$ cat src/rtl/cmp_timer_pkg.sv
package cmp_timer_pkg;

    localparam int unsigned CNT_W = 32;
    localparam int unsigned RD_W  = 2 * CNT_W;

    typedef enum logic {
        SEL_COUNT = 1'b0,
        SEL_MATCH = 1'b1
    } reg_sel_e;

    typedef struct packed {
        logic             en;
        reg_sel_e         sel;
        logic [CNT_W-1:0] data;
    } wr_req_t;

    typedef struct packed {
        logic load_count;
        logic load_match;
    } wr_dec_t;

    function automatic logic [RD_W-1:0] widen_signed(input logic [CNT_W-1:0] v);
        return {{(RD_W - CNT_W){v[CNT_W-1]}}, v};
    endfunction

    function automatic wr_dec_t decode_wr(input wr_req_t r);
        wr_dec_t d;
        d.load_count = r.en && (r.sel == SEL_COUNT);
        d.load_match = r.en && (r.sel == SEL_MATCH);
        return d;
    endfunction

endpackage

$ cat src/rtl/cmp_timer_prescale.sv
module cmp_timer_prescale #(
    parameter int unsigned DIV_W = 8
) (
    input  logic             clk,
    input  logic             rst,
    input  logic [DIV_W-1:0] div,
    input  logic             restart,
    output logic             step
);
    logic [DIV_W-1:0] eff_div;
    logic [DIV_W-1:0] phase_q;

    always_comb begin
        eff_div = (div == '0) ? DIV_W'(1) : div;
        step    = (phase_q >= (eff_div - DIV_W'(1))) && !restart;
    end

    always_ff @(posedge clk) begin
        if (rst || restart) begin
            phase_q <= '0;
        end else if (step) begin
            phase_q <= '0;
        end else begin
            phase_q <= phase_q + DIV_W'(1);
        end
    end
endmodule

$ cat src/rtl/cmp_timer_count.sv
module cmp_timer_count #(
    parameter int unsigned W = 32
) (
    input  logic         clk,
    input  logic         rst,
    input  logic         load,
    input  logic [W-1:0] load_val,
    input  logic         step,
    output logic [W-1:0] cnt_q,
    output logic [W-1:0] cnt_d,
    output logic         advance
);
    always_comb begin
        advance = step && !load;
        if (load) begin
            cnt_d = load_val;
        end else if (advance) begin
            cnt_d = cnt_q + W'(1);
        end else begin
            cnt_d = cnt_q;
        end
    end

    always_ff @(posedge clk) begin
        if (rst) begin
            cnt_q <= '0;
        end else begin
            cnt_q <= cnt_d;
        end
    end
endmodule

$ cat src/rtl/cmp_timer_match.sv
module cmp_timer_match #(
    parameter int unsigned W = 32
) (
    input  logic         clk,
    input  logic         rst,
    input  logic         load,
    input  logic [W-1:0] load_val,
    input  logic         advance,
    input  logic [W-1:0] cnt_d,
    output logic [W-1:0] match_q,
    output logic         irq_q,
    output logic         refresh_q
);
    logic [W-1:0] match_d;
    logic         hit;
    logic         irq_d;

    always_comb begin
        match_d = load ? load_val : match_q;
        hit     = advance && (cnt_d == match_d);
        irq_d   = (irq_q && !load) || hit;
    end

    always_ff @(posedge clk) begin
        if (rst) begin
            match_q   <= '0;
            irq_q     <= 1'b0;
            refresh_q <= 1'b0;
        end else begin
            match_q   <= match_d;
            irq_q     <= irq_d;
            refresh_q <= load;
        end
    end
endmodule

$ cat src/rtl/cmp_timer.sv
module cmp_timer
    import cmp_timer_pkg::*;
#(
    parameter int unsigned DIV_W  = 8,
    parameter int unsigned TICK_W = 16
) (
    input  logic              clk,
    input  logic              rst,
    input  logic [DIV_W-1:0]  rate_div,
    input  logic              wr_en,
    input  logic              wr_sel,
    input  logic [CNT_W-1:0]  wr_data,
    input  logic              rd_sel,
    output logic [RD_W-1:0]   rd_data,
    output logic              timer_irq,
    output logic              irq_refresh,
    output logic [TICK_W-1:0] tick_val
);
    wr_req_t          req;
    wr_dec_t          dec;
    logic             step;
    logic             advance;
    logic [CNT_W-1:0] cnt_q;
    logic [CNT_W-1:0] cnt_d;
    logic [CNT_W-1:0] match_q;
    logic [TICK_W-1:0] tick_q;

    always_comb begin
        req.en   = wr_en;
        req.sel  = reg_sel_e'(wr_sel);
        req.data = wr_data;
        dec      = decode_wr(req);
    end

    cmp_timer_prescale #(.DIV_W(DIV_W)) u_pre (
        .clk     (clk),
        .rst     (rst),
        .div     (rate_div),
        .restart (dec.load_count),
        .step    (step)
    );

    cmp_timer_count #(.W(CNT_W)) u_cnt (
        .clk      (clk),
        .rst      (rst),
        .load     (dec.load_count),
        .load_val (req.data),
        .step     (step),
        .cnt_q    (cnt_q),
        .cnt_d    (cnt_d),
        .advance  (advance)
    );

    cmp_timer_match #(.W(CNT_W)) u_match (
        .clk       (clk),
        .rst       (rst),
        .load      (dec.load_match),
        .load_val  (req.data),
        .advance   (advance),
        .cnt_d     (cnt_d),
        .match_q   (match_q),
        .irq_q     (timer_irq),
        .refresh_q (irq_refresh)
    );

    always_ff @(posedge clk) begin
        if (rst) begin
            tick_q <= '0;
        end else begin
            tick_q <= tick_q + TICK_W'(1);
        end
    end

    always_comb begin
        tick_val = tick_q;
        rd_data  = widen_signed((reg_sel_e'(rd_sel) == SEL_MATCH) ? match_q : cnt_q);
    end
endmodule

$ cat config.mk
export PLATFORM = sky130hd
export DESIGN_NAME = cmp_timer
export DESIGN_NICKNAME = d
export VERILOG_FILES = /design/src/rtl/cmp_timer_pkg.sv /design/src/rtl/cmp_timer_prescale.sv /design/src/rtl/cmp_timer_count.sv /design/src/rtl/cmp_timer_match.sv /design/src/rtl/cmp_timer.sv
export SDC_FILE = /design/constraint.sdc
export NUM_CORES = 1
export LEC_CHECK = 0
export BUFFER_PORTS_ARGS = -buffer_cell sky130_fd_sc_hd__buf_2
export CORE_AREA = 2 2 113 169
export DETAILED_ROUTE_END_ITERATION = 8
export DIE_AREA = 0 0 115 171
export GPL_ROUTABILITY_DRIVEN = 0
export SYNTH_ARGS = -nofsm -noshare
export SYNTH_HDL_FRONTEND = slang
export SYNTH_SLANG_ARGS = --single-unit
$ cat constraint.sdc
create_clock -name clk -period 10.9 [get_ports clk]
set_input_delay 1.09 -clock clk [delete_from_list [all_inputs] [get_ports clk]]
set_output_delay 1.09 -clock clk [all_outputs]
set_load 0.01 [all_outputs]
**Word-level counts from Yosys, hierarchy flattened**

Index checks and enable logic that the tools add are counted.

- Flip-flop bits (word level): 90

- Add/sub/neg operators: 4
- Magnitude comparators: 1
- Equal/unequal tests: 1
- Multiplexer cells: 5
- Bitwise logic cells: 1
- Reduce and logical (&&, ||, !) cells: 12

Operator list:

| kind | number |
|---|---|
| two-way mux 32 bit | 4 |
| adder 32 x 1 -> 32 bit (second input constant) | 1 |
| == test 32 bit | 1 |
| adder 16 x 1 -> 16 bit (second input constant) | 1 |
| adder 8 x 1 -> 8 bit (second input constant) | 1 |
| greater-or-equal comparator 8 bit | 1 |
| logical NOT 8 bit | 1 |
| two-way mux 8 bit | 1 |
| subtractor 8 x 1 -> 8 bit (second input constant) | 1 |
| logical AND 1 bit | 6 |
| logical NOT 1 bit | 2 |
| logical OR 1 bit | 2 |
| OR reduction 2 bit | 1 |
| NOT 1 bit | 1 |

**Depth between registers and ports, before layout**

Gate-level depths: netlist (run 1).

- Word-level depth: 11
- Depth in mapped cells: 21

**Cells and area by module**

A second synthesis (run 1) with hierarchy kept.

- Cell total of the unflattened synthesis: 683
- Area, all modules: 5793.1 um^2

By module, submodules not included:

| module | instances | cells an instance | area an instance (um^2) |
|---|---|---|---|
| cmp_timer_count | 1 | 310 | 2301.0 |
| cmp_timer_match | 1 | 152 | 1550.2 |
| cmp_timer | 1 | 146 | 1328.8 |
| cmp_timer_prescale | 1 | 75 | 613.1 |

**Least setup slack after synthesis (run 1)**

No wires, ideal clock.

- Path type: input to register
- Start: input rate_div[3]
- End: register u_match.irq_q
- Setup time: 0.060 ns
- Arrival: 5.026 ns
- Data required time: 10.840 ns
- Path slack: 5.814 ns
- Stages on the path: 20
- Buffers on the path: 1
- Cells stage by stage: or4_1 > or3_1 > nor2_1 > nor2_1 > ha_1 > inv_1 > nor2_1 > xnor2_1 > ha_1 > and4_1 > nand4_1 > o32a_1 > buf_6 > or3_1 > a31oi_1 > xor2_1 > o32ai_1 > o2111ai_1 > nor4_1 > a32o_1

- Longest elaborated chain between the ends: 11

Ends and longest elaborated chain:

| item | RTL line | RTL |
|---|---|---|
| start: declaration | cmp_timer.sv:9 | `input logic [DIV_W-1:0] rate_div,` |
| logical NOT 8 bit | cmp_timer_prescale.sv:14 | `eff_div = (div == '0) ? DIV_W'(1) : div;` |
| two-way mux 8 bit (*) | cmp_timer_prescale.sv:14 |  |
| subtractor 8 x 1 -> 8 bit (*) | cmp_timer_prescale.sv:15 | `step = (phase_q >= (eff_div - DIV_W'(1))) && !restart;` |
| greater-or-equal comparator 8 bit (*) | cmp_timer_prescale.sv:15 |  |
| logical AND 1 bit (*) | cmp_timer_prescale.sv:15 |  |
| logical AND 1 bit (*) | cmp_timer_count.sv:14 | `advance = step && !load;` |
| two-way mux 32 bit | cmp_timer_count.sv:17 | `end else if (advance) begin` |
| two-way mux 32 bit | cmp_timer_count.sv:15 | `if (load) begin` |
| == test 32 bit | cmp_timer_match.sv:20 | `hit = advance && (cnt_d == match_d);` |
| logical AND 1 bit (*) | cmp_timer_match.sv:20 |  |
| logical OR 1 bit (*) | cmp_timer_match.sv:21 | `irq_d = (irq_q && !load) \|\| hit;` |
| end signal: assignment | cmp_timer_match.sv:31 | `irq_q <= irq_d;` |
| end: declaration | cmp_timer_match.sv:11 | `output logic irq_q,` |

Mark *: on every way between the ends. The rest lies on a longest branch, timed or not.
A chain may end at the register's enable or synchronous reset.

**Worst setup path after layout (run 1)**

Same ends and word-level chain as after synthesis.

==> results of run 1 <==
-- sequential cells by signal (all words and copies together) (netlist names) --
register / cells
u_cnt.cnt_q: 32
u_match.match_q: 32
tick_val: 16
u_pre.phase_q: 8
u_match.irq_q: 1
u_match.refresh_q: 1
-- worst max path at each step --
stage	slack [ns]	start	end	cells past startpoint
final	5.52	rate_div[3]	u_match.irq_q	20
after CTS	5.52	rate_div[3]	u_match.irq_q	20
after floorplan	5.81	rate_div[3]	u_match.irq_q	20
after detailed placement	5.16	rate_div[3]	u_match.irq_q	20
after global placement	5.26	rate_div[3]	u_match.irq_q	20
after global routing	5.13	rate_div[3]	u_match.irq_q	20
-- per-stage QoR --
stage,total power [mW],util (%),setup slack [ns]
5_1_grt,0.880,38.5,5.13
2_1_floorplan,0.491,-,5.81
3_5_place_dp,0.540,36.9,5.16
3_3_place_gp,0.538,36.9,5.26
4_1_cts,0.849,38.5,5.52
6_report,0.843,38.5,5.52
-- placed cells by master, fill, tap and decap left out, types with 11 or more instances in the layout --
| cell | synthesis | final |
|---|---|---|
| nand2_1 | 74 | 73 |
| a211oi_1 | 21 | 21 |
| o21ai_0 | 14 | 14 |
| mux2i_1 | 13 | 13 |
| dfxtp_1 | 90 | 90 |
| nand4_1 | 11 | 11 |
| ha_1 | 12 | 12 |
| a21oi_1 | 50 | 50 |
| xor2_1 | 34 | 34 |
| xnor2_1 | 62 | 62 |
| nor2_1 | 94 | 94 |
| buf_2 | 6 | 126 |
| mux2_2 | 33 | 33 |
| nand3_1 | 30 | 30 |
| nor3_1 | 12 | 12 |
| and3_1 | 14 | 14 |
-- metal layers --
metal	up-vias	routed length [um]
li1	2810	-
met1	2684	7340
met2	170	9450
met3	25	919
met4	0	432
met5	-	0
-- layout make-up --
type                       instances  area (um2)  share of cell area (%)
clock inverter                     7        62.6                   0.888
sequential                        90        1800                    25.6
timing repair buffer             131         668                    9.48
inverter                          11        41.3                   0.586
tap                              220         275                    3.91
multi-input combinational        591        3970                    56.4
clock buffer                       9         225                    3.20
-- report_power, final --
group | internal, mW | leakage (nW) | switching (mW)
Combinational | 0.0740 | 1.99 | 0.0939
Sequential | 0.344 | 0.736 | 0.0210
Clock | 0.159 | 0.132 | 0.151
Total | 0.577 | 2.85 | 0.266
-- worst max-delay path, delay by kind of cell --
| family | cells | cell delay [ns] |
|---|---|---|
| XOR/XNOR | 2 | 0.24 |
| adder cells (fa/ha/maj) | 2 | 0.49 |
| AO/OA/AOI/OAI | 3 | 1.01 |
| AND/OR/NAND/NOR | 11 | 2.67 |
| buffers and inverters | 2 | 0.19 |
-- logic make-up after synthesis --
kind of cell               count (synthesis)
muxes                                     47
AOI/OAI and AO/OA                        136
and+or+nand+nor                          294
buffers and inverters                     91
xor gates and xnor gates                 102
DFF                                       90
adders and majority gates                 12
==> results.cfg, run 1 <==
[die]
die_y_um = 171
row_count = 61
die_w_um = 115
initial_core_util_pct = 34.2
boundaryPins = 127
core_area_um2 = 18300
die-area_um2 = 19700

[clock_network]
cts_resized = 0
clock-root-buffer = clkbuf_16
cts.clk_slew.worst_paths_ns = 0.07
clockBufferDepth = 2
cts_setup_buffers = 0
clock_insertion_delay_worst_skew_ns = 0.35
ctsHoldBuffers = 0
htree_levels = 3
cts_buffers = 9
cts_tree = done
clkSinkCount = 90

[placement]
place_inst = 1043
hpwl_um = 13000
port_buffers = 126
placed_area_um2 = 6760

[global_route]
grt_pass1_vias = 5417
grt.busiest_layer = met2
grt_overflow = 0
grtUsageMet2_pct = 33.6
use_met3_pct = 3.19
grt_first_pass_wirelength_um = 28600
antenna_found_initial = 0
track_usage_pct = 18.6
grt_max_degree = 80
use_met1_pct = 21.9

[yosys]
synth_area_per_cell_um2 = 8.12
synth_top_family_by_area = simple AND/OR/NAND/NOR gates
synth_xor_area_share_pct = 15.6
synth-simple-area-share_pct = 22.6
synth.area.top_cells = dfxtp_1 (29%), xnor2_1 (8.7%), mux2_2 (5.9%)
synth_cells = 772
synth_area_um2 = 6270
yosysWarnings = 0
synth-compound-area-share_pct = 14.5
yosysTopAreaCell = dfxtp_1
synth_edf_count = 0
synth_top_area_share_pct = 28.8
synthDistinctLibCells = 69
yosysMostFrequentCell = nor2_1
synth-main-ff-cell = dfxtp_1
synth_fa_ha_area_share_pct = 2.40
synth_mux_area_share_pct = 8.25
synth_nets = 829
async_flop_share_pct = 0
ys_ff_latch = 90
yosysSeqAreaShare_pct = 28.8
ys_top_cells_by_count = nor2_1 (94), dfxtp_1 (90), nand2_1 (74), xnor2_1 (62), a21oi_1 (50)

[sta]
final.min_clock_period_ns = 5.38
final-setup-viol-count = 0
slew-limit-headroom_pct = 40.4
fin_worst_skew_ns = 0.00664
fin_crit_sh_pct = 49.3
fmax_ghz = 0.186
rsz0062_at_grt = no
setup-tns-final_ns = 0
worst_pin_slew_ns = 0.894
drv_slew = 0
hold_viol = 0
hold_ws_ns = 0.467

[setup_path]
cp_slowest_cell = or4_1
path_class = in -> reg
start_kind = input pin
arrival_ns = 5.68
required_ns = 11.20
crit_fanout = 13
ff2ff_path_depth = 10
reg2reg_setup_slack_ns = 7.32
worstReg2RegEnd = u_match.irq_q
crit_path_max_incr_delay_ns = 0.56
crit_chain = buf_2 > or4_1 > or3_1 > nor2_1 > nor2_1 > ha_1 > inv_1 > nor2_1 > xnor2_1 > ha_1 > and4_1 > nand4_1 > o32a_1 > or4_1 > and2_1 > xnor2_1 > nor4_1 > nand2_1 > a2111oi_2 > a32o_1
reg2reg_from = u_cnt.cnt_q[4]
crit_top_cell = nor2_1
end_kind = flip-flop

[finish]
drive_gt1_share_pct = 22.9
layoutNonFillerInstCount = 1059
final_area_um2 = 7050
fillers = 1946
nets = 891
syn2layout_area_growth_pct = 12.4
diodes = 0

[routing]
drc = 0
avgRoutedWirePerCell_um = 17.1
ant_nets = 0
via_per_inst = 5.37
drt_first_pass_iters = 5
num_vias = 5689
drt-total-wl_um = 18100
drt_iter0_markers = 198

[pwr]
vdd_ir_drop_max_mv = 0.0568
powerDensity_nw_per_um2 = 120
p_leak_nw = 2.85

[run_status]
status = complete, no violations

[hold_path]
hold_depth = 1
holdCritStartpoint = tick_val[0]
holdCritPathClass = reg -> reg
hold_end = tick_val[0]

[flow_run]
cap_viol_max_count = 0
Power figures use the tool's default switching activity.
==> inputs of run 2 (changes only) <==
- ABC_AREA: default -> 1
- clock period: 10.9 -> 5.1 ns (I/O delays scaled with it)
==> results.cfg, run 2 <==
[die]
die_w_um = 115
die_y_um = 171
boundaryPins = 127
initial_core_util_pct = 34.2
row_count = 61
die-area_um2 = 19700
core_area_um2 = 18300

[finish]
final_area_um2 = 7110
nets = 1162
drive_gt1_share_pct = 18.3
final_cell_mix = nand2_1 (317), nor2_1 (140), buf_2 (126)
layout_commonest_cell = nand2_1
syn2layout_area_growth_pct = 13.6
diodes = 0

[yosys]
synth-simple-area-share_pct = 43.3
synth-main-ff-cell = dfxtp_1
async_flop_share_pct = 0
synth_cells = 1029
synth_area_um2 = 6260
synth_area_per_cell_um2 = 6.09
synth.area.top_cells = dfxtp_1 (29%), nand2_1 (19%), nor2_1 (8.4%)
synth_nets = 1086
yosysWarnings = 0
synth_fa_ha_area_share_pct = 2.40
yosysTopAreaCell = dfxtp_1
synth-compound-area-share_pct = 8.31
synth_top_area_share_pct = 28.8
yosysSeqAreaShare_pct = 28.8
yosysMostFrequentCell = nand2_1
synth_top_family_by_area = simple AND/OR/NAND/NOR gates
ys_ff_latch = 90
synth_xor_area_share_pct = 2.10
synthDistinctLibCells = 39
synth_edf_count = 0
synth_mux_area_share_pct = 1.76
ys_top_cells_by_count = nand2_1 (317), nor2_1 (140), inv_1 (115), dfxtp_1 (90), nand3_1 (75)

[clock_network]
clockBufferDepth = 2
ctsHoldBuffers = 0
clock-root-buffer = clkbuf_16
cts_setup_buffers = 0
clkSinkCount = 90
cts_buffers = 9
cts.clk_slew.worst_paths_ns = 0.06
cts_resized = 0
cts_tree = done
htree_levels = 3
clock_insertion_delay_worst_skew_ns = 0.35

[placement]
port_buffers = 126
dp_slack_ns = 0.975
placed_area_um2 = 6810
hpwl_um = 13100

[sta]
fin_crit_sh_pct = 74.1
fin_ws_ns = 1.32
final.min_clock_period_ns = 3.78
hold_viol = 0
setup-tns-final_ns = 0
final-setup-viol-count = 0
worst_pin_slew_ns = 1.05
fmax_ghz = 0.265
fin_worst_skew_ns = 0.0140
drv_slew = 0
rsz0062_at_grt = no
slew-limit-headroom_pct = 29.7

[setup_path]
crit_fanout = 45
start_kind = input pin
required_ns = 5.36
crit_top_cell = nand2_1
critical_path_buf_inv_count = 2
cp_slowest_cell = nand2_4
end_kind = flip-flop
critPathTopFamily = simple AND/OR/NAND/NOR gates
path_class = in -> reg
crit_path_max_incr_delay_ns = 0.34
arrival_ns = 4.04

[pwr]
p_leak_nw = 3.42
powerDensity_nw_per_um2 = 254
vdd_ir_drop_max_mv = 0.138

[flow_run]
cap_viol_max_count = 0

[routing]
drt_iter0_markers = 284
met3_length_um = 707
avgRoutedWirePerCell_um = 12.9
num_vias = 6359
drt_first_pass_iters = 5
wirelength_met1_um = 7170
route.met2.wl_um = 8930
topRoutingLayerUsed = met4
ant_nets = 0
drc = 0
via_per_inst = 4.78
drt-total-wl_um = 17200

[global_route]
grt_max_degree = 74
grt_pass1_vias = 5871
track_usage_pct = 17.7
antenna_found_initial = 0
grt_first_pass_wirelength_um = 28000
grt_overflow = 0

[run_status]
status = complete, no violations

[hold_path]
holdCritPathClass = in -> reg
run 2: changes by cell type in the layout (fill, tap and decap cells not counted), sizes merged, moves of 34 or more:
cell / before / now
inv: 14 / 121
mux2: 34 / 0
nand2: 75 / 325
nand3: 30 / 78
nor2: 94 / 152
o21ai: 17 / 64
xnor2: 62 / 5
run 2: cells by family (layout without fill, tap and decap cells):
kind of cell / Yosys count / after routing
multiplexers: 11 / 11
XOR/XNOR: 15 / 15
AND/OR/NAND/NOR: 616 / 616
flip-flops: 90 / 90
buffers and inverters: 185 / 266
adder cells (fa/ha/maj): 12 / 12
AO/OA/AOI/OAI: 100 / 100
run 2: layout make-up:
class | instances | area, um2
Tap cell | 220 | 275
Inverter | 120 | 450
Multi-Input combinational cell | 754 | 3620
Timing Repair Buffer | 130 | 661
Sequential cell | 90 | 1800
Clock inverter | 6 | 72.6
Clock buffer | 10 | 229
Fill cell | 2006 | 11200
run 2: worst paths after layout:
| kind | startpoint | endpoint | slack, ns | depth (start not counted) |
|---|---|---|---|---|
| worst min register to register | tick_val[0] | tick_val[0] | 0.46 | 1 |
| worst max-delay path | rate_div[1] | u_match.irq_q | 1.32 | 25 |
| worst min-delay path | wr_data[29] | u_match.match_q[29] | 0.46 | 3 |
| worst max register to register | u_pre.phase_q[0] | u_match.irq_q | 2.23 | 20 |
run 2: metrics by stage:
step | std cells | power, mW | hold WS [ns] | utilization, %
floorplan | 1029 | 1.04 | 0.441 | -
global placement | 1314 | 1.13 | 0.445 | 37.2
detailed placement | 1314 | 1.14 | 0.459 | 37.2
CTS | 1330 | 1.83 | 0.456 | 38.8
global route | 1330 | 1.92 | 0.492 | 38.8
finish | 1330 | 1.81 | 0.461 | 38.8
run 2: routing by layer:
layer	global-route usage, %	vias to the layer above
met3	2.83	25
met4	5.24	0
met5	0	-
li1	-	3348
met1	20.2	2845
met2	33.4	141
run 2: power by group:
part / switching (mW) / internal, mW
sequential: 0.0306 / 0.738
combinational: 0.225 / 0.125
clock: 0.305 / 0.386
total: 0.560 / 1.25
run 2: worst register-to-register path: cells and delay by family, from the launching register on:
kind,cells,cell delay (ns)
AND/OR/NAND/NOR,17,1.90
flip-flops,1,0.41
adder cells (fa/ha/maj),1,0.27
AO/OA/AOI/OAI,1,0.12
buffers and inverters,1,0.07
==> inputs of run 3 (changes only) <==
- clock period: 5.1 -> 3.45 ns (I/O delays scaled with it)
==> results.cfg, run 3 (same netlist as run 2, synthesis figures left out) <==
[pwr]
seqPwrFrac_pct = 42.5
p_sw_mw = 0.854
clkPwrFrac_pct = 36.5
intPower_mw = 1.82
powerDensity_nw_per_um2 = 360
p_total_mw = 2.68
vdd_ir_drop_max_mv = 0.185
p_leak_nw = 3.60
combinationalPowerShare_pct = 21.0
switching_share_pct = 31.9

[setup_path]
crit_fanout = 15
reg2reg_from = u_pre.phase_q[0]
path_class = in -> reg
ff2ff_path_depth = 23
required_ns = 3.73
reg2reg_setup_slack_ns = 0.86
critPathCapture = u_match.irq_q
end_kind = flip-flop
arrival_ns = 3.45
worstReg2RegEnd = u_match.irq_q
start_kind = input pin
cp-startpoint = rate_div[4]

[clock_network]
clock-root-buffer = clkbuf_16
clock_insertion_delay_worst_skew_ns = 0.35
ctsHoldBuffers = 0
clockBufferDepth = 2
cts_buffers = 9
clkSinkCount = 90
htree_levels = 3
cts.clk_slew.worst_paths_ns = 0.07
cts_tree = done

[routing]
drc = 0
via_per_inst = 4.74
drt-total-wl_um = 18100
drt_iter0_markers = 296
ant_nets = 0
drt_first_pass_iters = 5
avgRoutedWirePerCell_um = 13.3
num_vias = 6466

[placement]
port_buffers = 126
hpwl_um = 14100
dp_slack_ns = -0.260
place_inst = 1346

[sta]
hold_viol = 0
setup-tns-final_ns = 0
final-setup-viol-count = 0
fin_crit_sh_pct = 91.9
final.min_clock_period_ns = 3.17
fin_ws_ns = 0.278
slew-limit-headroom_pct = 54.9
drv_slew = 0
worst_pin_slew_ns = 0.676
hold_ws_ns = 0.299
fmax_ghz = 0.315
fin_worst_skew_ns = 0.0104

[finish]
diodes = 0
layout_commonest_cell = nand2_1
drive_gt1_share_pct = 21.4
multiInputGateArea_um2 = 3670
final_cell_mix = nand2_1 (315), nor2_1 (136), buf_2 (126)
seq_area_um2 = 1800
nets = 1195
fillers = 1998
layoutNonFillerInstCount = 1363
syn2layout_area_growth_pct = 18.7

[global_route]
grt_first_pass_wirelength_um = 28800
grt_pass1_vias = 6072
grt_overflow = 0
antenna_found_initial = 0
track_usage_pct = 18.5
grt_max_degree = 43

[die]
die-area_um2 = 19700
die_y_um = 171
core_area_um2 = 18300
row_count = 61
die_w_um = 115
initial_core_util_pct = 34.2
boundaryPins = 127

[hold_path]
holdCritStartpoint = wr_data[7]
holdCritPathClass = in -> reg

[flow_run]
cap_viol_max_count = 0

[run_status]
status = complete, no violations
-- run 3: final cells by class --
cell class / instances / area share, %
clock buffers: 10 / 3.21
clock inverters: 6 / 0.673
inverters: 120 / 6.06
multi-input cells: 754 / 49.3
flip-flops and latches: 90 / 24.2
well taps: 220 / 3.70
repair buffers: 163 / 12.8
-- run 3: what timing repair did --
item,CTS,global route
setup endpoints to repair,0,1
resized for setup,0,10
setup buffers,0,0
-- run 3: worst max-delay path, stage by stage --
cell	delay (ns)
buf_2	0.12
nor4_4	0.31
a21oi_2	0.10
ha_1	0.23
nand2_2	0.09
nor3_1	0.05
xor2_1	0.13
inv_1	0.06
ha_1	0.28
nand2_2	0.10
nor2_2	0.05
nor2_4	0.19
nand2_8	0.10
buf_12	0.16
buf_4	0.14
nand3_1	0.07
nand2_1	0.05
nand2_1	0.06
nand2_1	0.07
nand2_1	0.06
nand2_1	0.06
nor2_2	0.15
nand2_1	0.09
nor2_2	0.08
nand2_1	0.06
nor2_1	0.09
nand2_1	0.06
a21oi_1	0.11
-- run 3: worst min path at each step --
stage	to	slack [ns]	cells past startpoint
6_report	u_match.match_q[7]	0.30	3
5_1_grt	u_cnt.cnt_q[19]	0.31	3
4_1_cts	u_match.match_q[6]	0.29	3
3_5_place_dp	tick_val[0]	0.46	1
3_3_place_gp	tick_val[0]	0.45	1
2_1_floorplan	u_pre.phase_q[0]	0.44	1
-- run 3: routing by layer --
layer / GRT usage, % / up-vias / share of wire, % / wire length, um
met5: 0 / - / 0 / 0
met4: 8.12 / 0 / 3.1 / 554
met3: 2.55 / 35 / 3.5 / 631
met2: 34.1 / 155 / 52 / 9310
met1: 20.8 / 2873 / 42 / 7580
li1: - / 3403 / - / -
-- run 3: power groups by stage --
stage,registers [mW],logic [mW],clock network (mW)
4_1_cts,1.14,0.560,0.998
5_1_grt,1.14,0.640,1.04
3_5_place_dp,1.16,0.558,0
2_1_floorplan,1.15,0.391,0
3_3_place_gp,1.16,0.553,0
6_report,1.14,0.561,0.976
-- run 3: metrics by stage --
| step | util [%] | instance area (um2) |
|---|---|---|
| 2_1_floorplan | - | 6260 |
| 3_3_place_gp | 38.6 | 7080 |
| 3_5_place_dp | 38.6 | 7080 |
| 4_1_cts | 40.2 | 7370 |
| 5_1_grt | 40.6 | 7430 |
| 6_report | 40.6 | 7430 |
